<file path="src/rtl/pcm_slot_pkg.sv">
`timescale 1ns/1ps
package pcm_slot_pkg;

    localparam int BYTE_W = 8;

    typedef enum logic [0:0] {SYNC_HUNT, SYNC_LOCK} sync_state_t;
    typedef enum logic [0:0] {TX_IDLE, TX_SEND} tx_state_t;
    typedef enum logic [0:0] {RX_IDLE, RX_SHIFT} rx_state_t;

    // Frame length in bit clocks for a rate code.
    function automatic int unsigned frame_bits(input logic [1:0] rate);
        int unsigned len;
        case (rate)
            2'd0:    len = 192;
            2'd1:    len = 256;
            2'd2:    len = 512;
            default: len = 1024;
        endcase
        return len;
    endfunction

endpackage

</file>
<file path="src/rtl/pcm_frame_counter.sv">
`timescale 1ns/1ps
module pcm_frame_counter
    import pcm_slot_pkg::*;
#(
    parameter int CNT_W = 10
) (
    input  logic             clk,
    input  logic             rst_n,
    input  logic             fsync,
    input  logic [CNT_W-1:0] last_pos,
    output logic [CNT_W-1:0] cnt_next,
    output logic [2:0]       cur_bit,
    output logic             active_next
);

    sync_state_t      state_q, state_d;
    logic [CNT_W-1:0] cnt_q;

    always_comb begin
        state_d = state_q;
        unique case (state_q)
            SYNC_HUNT: if (fsync) state_d = SYNC_LOCK;
            SYNC_LOCK: state_d = SYNC_LOCK;
        endcase
    end

    always_comb begin
        if (fsync) begin
            cnt_next = '0;
        end else if (cnt_q >= last_pos) begin
            cnt_next = '0;
        end else begin
            cnt_next = cnt_q + CNT_W'(1);
        end
    end

    always_ff @(posedge clk or negedge rst_n) begin
        if (!rst_n) begin
            state_q <= SYNC_HUNT;
            cnt_q   <= '0;
        end else begin
            state_q <= state_d;
            cnt_q   <= cnt_next;
        end
    end

    always_comb begin
        active_next = (state_d == SYNC_LOCK);
        cur_bit     = cnt_q[2:0];
    end

endmodule

</file>
<file path="src/rtl/pcm_tx_lane.sv">
`timescale 1ns/1ps
module pcm_tx_lane
    import pcm_slot_pkg::*;
#(
    parameter int CNT_W  = 10,
    parameter int SLOT_W = 8
) (
    input  logic              clk,
    input  logic              rst_n,
    input  logic              active_next,
    input  logic [CNT_W-1:0]  cnt_next,
    input  logic [SLOT_W-1:0] slot,
    input  logic [SLOT_W:0]   slots_in_frame,
    input  logic [BYTE_W-1:0] load_byte,
    output logic              dx,
    output logic              dx_oe
);

    tx_state_t         state_q, state_d;
    logic [BYTE_W-1:0] shreg_q;
    logic              slot_ok;
    logic              hit_next;
    logic              slot_start;

    always_comb begin
        slot_ok    = ({1'b0, slot} < slots_in_frame);
        hit_next   = active_next && slot_ok && (SLOT_W'(cnt_next >> 3) == slot);
        slot_start = hit_next && (cnt_next[2:0] == 3'd0);
    end

    always_comb begin
        state_d = state_q;
        unique case (state_q)
            TX_IDLE: if (hit_next)  state_d = TX_SEND;
            TX_SEND: if (!hit_next) state_d = TX_IDLE;
        endcase
    end

    always_ff @(posedge clk or negedge rst_n) begin
        if (!rst_n) begin
            state_q <= TX_IDLE;
            shreg_q <= '0;
        end else begin
            state_q <= state_d;
            if (slot_start) begin
                shreg_q <= load_byte;
            end else if (state_q == TX_SEND) begin
                shreg_q <= {shreg_q[BYTE_W-2:0], 1'b0};
            end
        end
    end

    always_comb begin
        dx_oe = (state_q == TX_SEND);
        dx    = dx_oe ? shreg_q[BYTE_W-1] : 1'b0;
    end

endmodule

</file>
<file path="src/rtl/pcm_rx_lane.sv">
`timescale 1ns/1ps
module pcm_rx_lane
    import pcm_slot_pkg::*;
#(
    parameter int CNT_W  = 10,
    parameter int SLOT_W = 8
) (
    input  logic              clk,
    input  logic              rst_n,
    input  logic              active_next,
    input  logic [CNT_W-1:0]  cnt_next,
    input  logic [2:0]        cur_bit,
    input  logic [SLOT_W-1:0] slot,
    input  logic [SLOT_W:0]   slots_in_frame,
    input  logic              dr,
    output logic [BYTE_W-1:0] rx_data,
    output logic              rx_valid
);

    rx_state_t         state_q, state_d;
    logic [BYTE_W-1:0] shreg_q;
    logic [BYTE_W-1:0] data_q;
    logic              valid_q;
    logic              dr_fall_q;
    logic              slot_ok;
    logic              hit_next;
    logic              byte_done;

    // Serial input is captured half a clock after each bit starts.
    always_ff @(negedge clk or negedge rst_n) begin
        if (!rst_n) begin
            dr_fall_q <= 1'b0;
        end else begin
            dr_fall_q <= dr;
        end
    end

    always_comb begin
        slot_ok   = ({1'b0, slot} < slots_in_frame);
        hit_next  = active_next && slot_ok && (SLOT_W'(cnt_next >> 3) == slot);
        byte_done = (state_q == RX_SHIFT) && (cur_bit == 3'(BYTE_W - 1));
    end

    always_comb begin
        state_d = state_q;
        unique case (state_q)
            RX_IDLE:  if (hit_next)  state_d = RX_SHIFT;
            RX_SHIFT: if (!hit_next) state_d = RX_IDLE;
        endcase
    end

    always_ff @(posedge clk or negedge rst_n) begin
        if (!rst_n) begin
            state_q <= RX_IDLE;
            shreg_q <= '0;
            data_q  <= '0;
            valid_q <= 1'b0;
        end else begin
            state_q <= state_d;
            valid_q <= byte_done;
            if (state_q == RX_SHIFT) begin
                shreg_q <= {shreg_q[BYTE_W-2:0], dr_fall_q};
            end
            if (byte_done) begin
                data_q <= {shreg_q[BYTE_W-2:0], dr_fall_q};
            end
        end
    end

    always_comb begin
        rx_data  = data_q;
        rx_valid = valid_q;
    end

endmodule

</file>
<file path="src/rtl/pcm_slot_port.sv">
`timescale 1ns/1ps
module pcm_slot_port
    import pcm_slot_pkg::*;
#(
    parameter int SLOT_W   = 8,
    parameter int MAX_BITS = 1024
) (
    input  logic              clk,
    input  logic              rst_n,
    input  logic              fsync,
    input  logic [1:0]        rate_sel,
    input  logic [SLOT_W-1:0] tx_slot,
    input  logic [SLOT_W-1:0] rx_slot,
    input  logic [BYTE_W-1:0] tx_data,
    input  logic              dr,
    output logic              dx,
    output logic              dx_oe,
    output logic              tsx_n,
    output logic [BYTE_W-1:0] rx_data,
    output logic              rx_valid
);

    localparam int CNT_W = $clog2(MAX_BITS);

    logic [1:0]        rate_q, rate_eff;
    logic [SLOT_W-1:0] txs_q, txs_eff;
    logic [SLOT_W-1:0] rxs_q, rxs_eff;
    logic [BYTE_W-1:0] txd_q, txd_eff;
    logic [CNT_W:0]    frame_len;
    logic [CNT_W-1:0]  last_pos;
    logic [SLOT_W:0]   slots_in_frame;
    logic [CNT_W-1:0]  cnt_next;
    logic [2:0]        cur_bit;
    logic              active_next;
    logic              tx_oe;

    // Frame settings: captured at frame sync, used directly on that edge.
    always_ff @(posedge clk or negedge rst_n) begin
        if (!rst_n) begin
            rate_q <= '0;
            txs_q  <= '1;
            rxs_q  <= '1;
            txd_q  <= '0;
        end else if (fsync) begin
            rate_q <= rate_sel;
            txs_q  <= tx_slot;
            rxs_q  <= rx_slot;
            txd_q  <= tx_data;
        end
    end

    always_comb begin
        rate_eff       = fsync ? rate_sel : rate_q;
        txs_eff        = fsync ? tx_slot  : txs_q;
        rxs_eff        = fsync ? rx_slot  : rxs_q;
        txd_eff        = fsync ? tx_data  : txd_q;
        frame_len      = (CNT_W + 1)'(frame_bits(rate_eff));
        last_pos       = CNT_W'(frame_len - 1'b1);
        slots_in_frame = (SLOT_W + 1)'(frame_len >> 3);
    end

    pcm_frame_counter #(
        .CNT_W (CNT_W)
    ) u_counter (
        .clk         (clk),
        .rst_n       (rst_n),
        .fsync       (fsync),
        .last_pos    (last_pos),
        .cnt_next    (cnt_next),
        .cur_bit     (cur_bit),
        .active_next (active_next)
    );

    pcm_tx_lane #(
        .CNT_W  (CNT_W),
        .SLOT_W (SLOT_W)
    ) u_tx (
        .clk            (clk),
        .rst_n          (rst_n),
        .active_next    (active_next),
        .cnt_next       (cnt_next),
        .slot           (txs_eff),
        .slots_in_frame (slots_in_frame),
        .load_byte      (txd_eff),
        .dx             (dx),
        .dx_oe          (tx_oe)
    );

    pcm_rx_lane #(
        .CNT_W  (CNT_W),
        .SLOT_W (SLOT_W)
    ) u_rx (
        .clk            (clk),
        .rst_n          (rst_n),
        .active_next    (active_next),
        .cnt_next       (cnt_next),
        .cur_bit        (cur_bit),
        .slot           (rxs_eff),
        .slots_in_frame (slots_in_frame),
        .dr             (dr),
        .rx_data        (rx_data),
        .rx_valid       (rx_valid)
    );

    // Open-drain strobe model: pulled low only while the data pin drives.
    always_comb begin
        dx_oe = tx_oe;
        tsx_n = ~tx_oe;
    end

endmodule

</file>
<file path="config.mk">
export PLATFORM = sky130hd
export DESIGN_NAME = pcm_slot_port
export DESIGN_NICKNAME = d
export VERILOG_FILES = /design/src/rtl/pcm_slot_pkg.sv /design/src/rtl/pcm_frame_counter.sv /design/src/rtl/pcm_tx_lane.sv /design/src/rtl/pcm_rx_lane.sv /design/src/rtl/pcm_slot_port.sv
export SDC_FILE = /design/constraint.sdc
export NUM_CORES = 1
export LEC_CHECK = 0
export BUFFER_PORTS_ARGS = -buffer_cell sky130_fd_sc_hd__buf_2
export CAP_MARGIN = 20
export CORE_AREA = 4 4 82 84
export DETAILED_ROUTE_END_ITERATION = 7
export DIE_AREA = 0 0 86 88
export GPL_TIMING_DRIVEN = 0
export PLACE_DENSITY = 0.75
export SYNTH_ARGS = -nofsm -noshare
export SYNTH_HDL_FRONTEND = slang
export SYNTH_SLANG_ARGS = --single-unit
export TNS_END_PERCENT = 30
</file>
<file path="constraint.sdc">
create_clock -name clk -period 3.7 [get_ports clk]
set_input_delay 0 -clock clk [delete_from_list [all_inputs] [get_ports clk]]
set_output_delay 0 -clock clk [all_outputs]
set_load 0.02 [all_outputs]
</file>
Word-level counts from Yosys, hierarchy flattened
Cells that the tools add are included.
Operators by class
  $lt $le $gt $ge: 3
  add/sub/neg operators: 2
  bitwise gates (word level): 2
  eq/ne operators: 5
  mux-type cells: 14
  reductions and logical operators: 9
Operator list (count)
  $mux 8: 5
  $pmux 11 s3: 1
  $mux 10: 2
  $eq 7x8->1: 2
  $lt 8x8->1: 2
  $add 10x1->10 const B: 1
  $ge 10x10->1: 1
  $sub 10x1->10 const B: 1
  $logic_and 1x1->1: 6
  $mux 1: 4
  $eq 3x3->1 const B: 1
  $logic_not 3->1: 1
  $eq 2x1->1 const B: 1
  $eq 2x2->1 const B: 1
  $logic_not 2->1: 1
  $mux 2: 1
  $not 1->1: 2
  $pmux 1 s2: 1
  $reduce_bool 2->1: 1
Storage, ports and cells
  register bits after elaboration: 64
  output and inout port bits: 12
  input bits: 30
  logic and storage cells: 48

Depth between registers and ports, before layout
  depth after elaboration: 11
  gate-level depth with buffers: 16

By module
Synthesis repeated with hierarchy kept, for this count alone.
Second synthesis, totals
  cell total of the unflattened synthesis: 303
  area total of the unflattened synthesis: 3543.4 µm²
By module, submodules not included
  pcm_slot_port: cells each 69, area each 1051.0 µm², times used 1, seq. area each 670.6 µm²
  pcm_rx_lane: cells each 88, area each 932.1 µm², times used 1, seq. area each 450.4 µm²
  pcm_frame_counter: cells each 81, area each 818.3 µm², times used 1, seq. area each 275.3 µm²
  pcm_tx_lane: cells each 65, area each 742.0 µm², times used 1, seq. area each 225.2 µm²

==> impl_metrics.py <==
metrics = {
    "outcome": {
        "outcome": "finished clean",
    },
    "min_path": {
        "min_path_type": "primary input to flop",
    },
    "logic_synthesis": {
        "synthCells": 260,
        "synth-seq-cells": 64,
        "ys.flop_type": "dfrtp_1",
        "synth.top_cell.area_share_pct": 36.4,
        "seq_area_frac_synth_pct": 50.2,
        "synth_area_per_cell_um2": 12.4,
        "synthAdderAreaFrac_pct": 3.87,
        "synth_compound_area_share_pct": 7.17,
        "synth.top_cells.by_area": "dfrtp_1, mux2_2, dfstp_2",
        "synth_top_family_by_area": "multiplexers",
        "synth-xor-area-share_pct": 4.26,
        "synthArstFlopShare_pct": 100,
        "synth_nets": 300,
        "synth_area_um2": 3230,
        "synthSimpleGateAreaFrac_pct": 12.0,
        "ys.warnings.count": 0,
        "synth_edf_count": 0,
        "synthMuxAreaShare_pct": 19.3,
        "synthDistinctLibCells": 53,
        "yosysTopAreaCell": "dfrtp_1",
    },
    "cts": {
        "htree_levels": 3,
        "clkSinkCount": 64,
        "root_buffer": "clkbuf_8",
        "cts_resized": 0,
        "clk_pin_slew_ps": 70,
        "cts_tree": "done",
        "ctsLongestPathBuffers": 2,
        "worstSkewPairLatency_ps": 340,
        "numCtsBuffers": 9,
        "cts_setup_buffers": 0,
    },
    "die": {
        "pin_count": 42,
        "die-area_um2": 7570,
        "initial_utilization_pct": 54.5,
        "core_um2": 5920,
        "fp-row-count": 28,
        "die_y_um": 88,
        "die_w_um": 86,
    },
    "setup_path": {
        "cp_max_fo": 19,
        "start_kind": "primary input",
        "crit_path_end_kind": "flop",
        "arrival_ps": 3630,
        "required_ps": 3920,
        "worst-setup-path-type": "primary input to flop",
    },
    "drt": {
        "drt-wirelength-per-cell_um": 15.7,
        "drt-initial-drc-count": 125,
        "drtAntennaViolNets": 0,
        "via_per_inst": 5.44,
        "drc_errors": 0,
        "dr.pass1.iters": 4,
        "via_count": 2245,
        "wl_um": 6470,
    },
    "layout": {
        "fill_cells": 445,
        "finalNonFillerCells": 413,
        "antenna_cells": 0,
        "drive_gt1_share_pct": 40.2,
        "fin_nets": 373,
        "area_growth_pct": 22.5,
        "finalCoreUtilization_pct": 66.8,
    },
    "global_routing": {
        "overflow": 0,
        "grt_max_degree": 34,
        "track_usage_pct": 19.0,
        "antenna_found_initial": 0,
        "grt_pass1_wl_um": 11000,
        "grt_pass1_vias": 2437,
    },
    "sta": {
        "period_share_pct": 92.2,
        "finalClockSkew_ps": 10.7,
        "relSlewSlack_pct": 52.1,
        "setup_ws_ps": 289,
        "setup_violations": 0,
        "maxSlewViolCount": 0,
        "fmax_mhz": 293,
        "rsz0062_at_grt": "no",
        "holdWs_ps": 16.4,
        "min_period_ps": 3410,
        "hold_viol_final": 0,
        "worst-slew-pin-transition_ps": 718,
    },
    "placed_design": {
        "place.port_buffers": 40,
        "pre_cts_slack_ps": -527,
        "dp_hpwl_um": 4730,
        "place_inst": 376,
        "routabilityCongestion": 0.862,
    },
    "power": {
        "p_leak_nw": 1.85,
        "peakVddDrop_mv": 0.276,
        "power_density_nw_per_um2": 401,
    },
    "job": {
        "maxCapViolCount": 0,
    },
}
[synthesized netlist by cell type (3+ instances only)]
cell / number
dfstp_2: 16
mux2i_1: 5
xnor2_1: 9
nand3_1: 8
clkbuf_1: 3
or3_1: 5
dfrtp_1: 47
buf_4: 3
nand4_1: 3
a21o_1: 3
xor2_1: 4
and3_1: 3
ha_1: 10
nor3_1: 6
nand2_1: 8
nor4_1: 6
mux2_2: 50
inv_1: 13
nor2_1: 12
o21ai_0: 5
[through the flow]
stage                     instance area (um^2)  setup TNS [ps]  power (W)
after global placement                    3520           -3980   0.000971
final                                     3960               0    0.00159
after CTS                                 3960               0    0.00160
after detailed placement                  3540           -4570   0.000984
after floorplan                           3230               0   0.000916
after global routing                      3960               0    0.00167
[placed cells by master, fill, tap and decap left out, types with 3 or more instances in the layout]
| cell | instances |
|---|---|
| nor2_1 | 12 |
| nor3_1 | 6 |
| xnor2_1 | 9 |
| xor2_1 | 4 |
| nand3_1 | 8 |
| or3_1 | 5 |
| mux2_2 | 50 |
| and3_1 | 3 |
| buf_4 | 3 |
| buf_2 | 41 |
| a21o_1 | 3 |
| dfstp_2 | 16 |
| nand4_1 | 3 |
| clkbuf_8 | 10 |
| clkbuf_1 | 4 |
| o21ai_0 | 5 |
| mux2i_1 | 5 |
| nor4_1 | 6 |
| inv_1 | 13 |
| dlygate4sd3_1 | 22 |
| dfrtp_1 | 47 |
| nand2_1 | 8 |
| ha_1 | 10 |
[path summary, 6_finish.rpt]
check	startpoint	to	slack, ps	cells past startpoint
worst max-delay path	fsync	u_tx.shreg_q[7]	290	15
worst min-delay path	rx_slot[4]	rxs_q[4]	20	3
worst max register to register	rate_q[1]	u_tx.shreg_q[7]	370	12
worst min register to register	u_counter.state_q	u_counter.state_q	450	2
max in group asynchronous	rst_n	u_rx.dr_fall_q	1070	3
min in group asynchronous	rst_n	u_counter.cnt_q[7]	250	2
[power breakdown]
group          switching [W]  internal (W)  leakage (nW)
Combinational       0.000107      0.000109         0.949
Clock               0.000271      0.000328        0.0993
Sequential         0.0000177      0.000754         0.805
[timing repair]
item | 4_1_cts | 5_1_grt
setup endpoints to repair | 8 | 0
hold endpoints to repair | 40 | 0
hold buffers | 22 | 0
[kinds of logic after synthesis]
group	after synthesis
buffers and inverters	22
AOI/OAI and AO/OA	26
adders and majority gates	10
DFF	64
muxes	56
xor gates and xnor gates	14
and+or+nand+nor	68
[sequential cells by signal (all words and copies together), names as in the netlist, 2 cells and up]
name,flops
rate_q,2
rxs_q,8
txd_q,8
u_counter.cnt_q,10
u_rx.rx_data,8
u_rx.shreg_q,7
txs_q,8
u_tx.shreg_q,8
[critical path: stages]
cell and delay, ps:
buf_6 100, buf_4 190, buf_2 430, mux2i_1 360, inv_1 140, nand2_1 80
ha_1 240, a211o_1 350, buf_4 180, a31oi_1 150, nand3_1 180, xnor2_1 200
a211oi_1 400, o2111ai_4 290, mux2_2 340
[metal layers]
| metal | global-route usage (%) | part of all wire, % | vias up | wire length (um) |
|---|---|---|---|---|
| met1 | 22.8 | 44 | 1098 | 2860 |
| met2 | 30.6 | 48 | 48 | 3120 |
| met5 | 0 | 0 | - | 0 |
| li1 | - | - | 1082 | - |
| met3 | 4.52 | 4.3 | 17 | 280 |
| met4 | 12.2 | 3.3 | 0 | 211 |
[cell type report]
cell class / count / area, um^2 / share of cell area [%]
plain buffers: 8 / 50.0 / 1.26
clock buffers: 11 / 141 / 3.57
clock inverters: 5 / 56.3 / 1.42
inverters: 13 / 48.8 / 1.23
multi-input cells: 174 / 1510 / 38.0
flip-flops and latches: 64 / 1620 / 41.0
well taps: 75 / 93.8 / 2.37
repair buffers: 63 / 440 / 11.1
No activity file was read; power rests on OpenSTA's default activity.
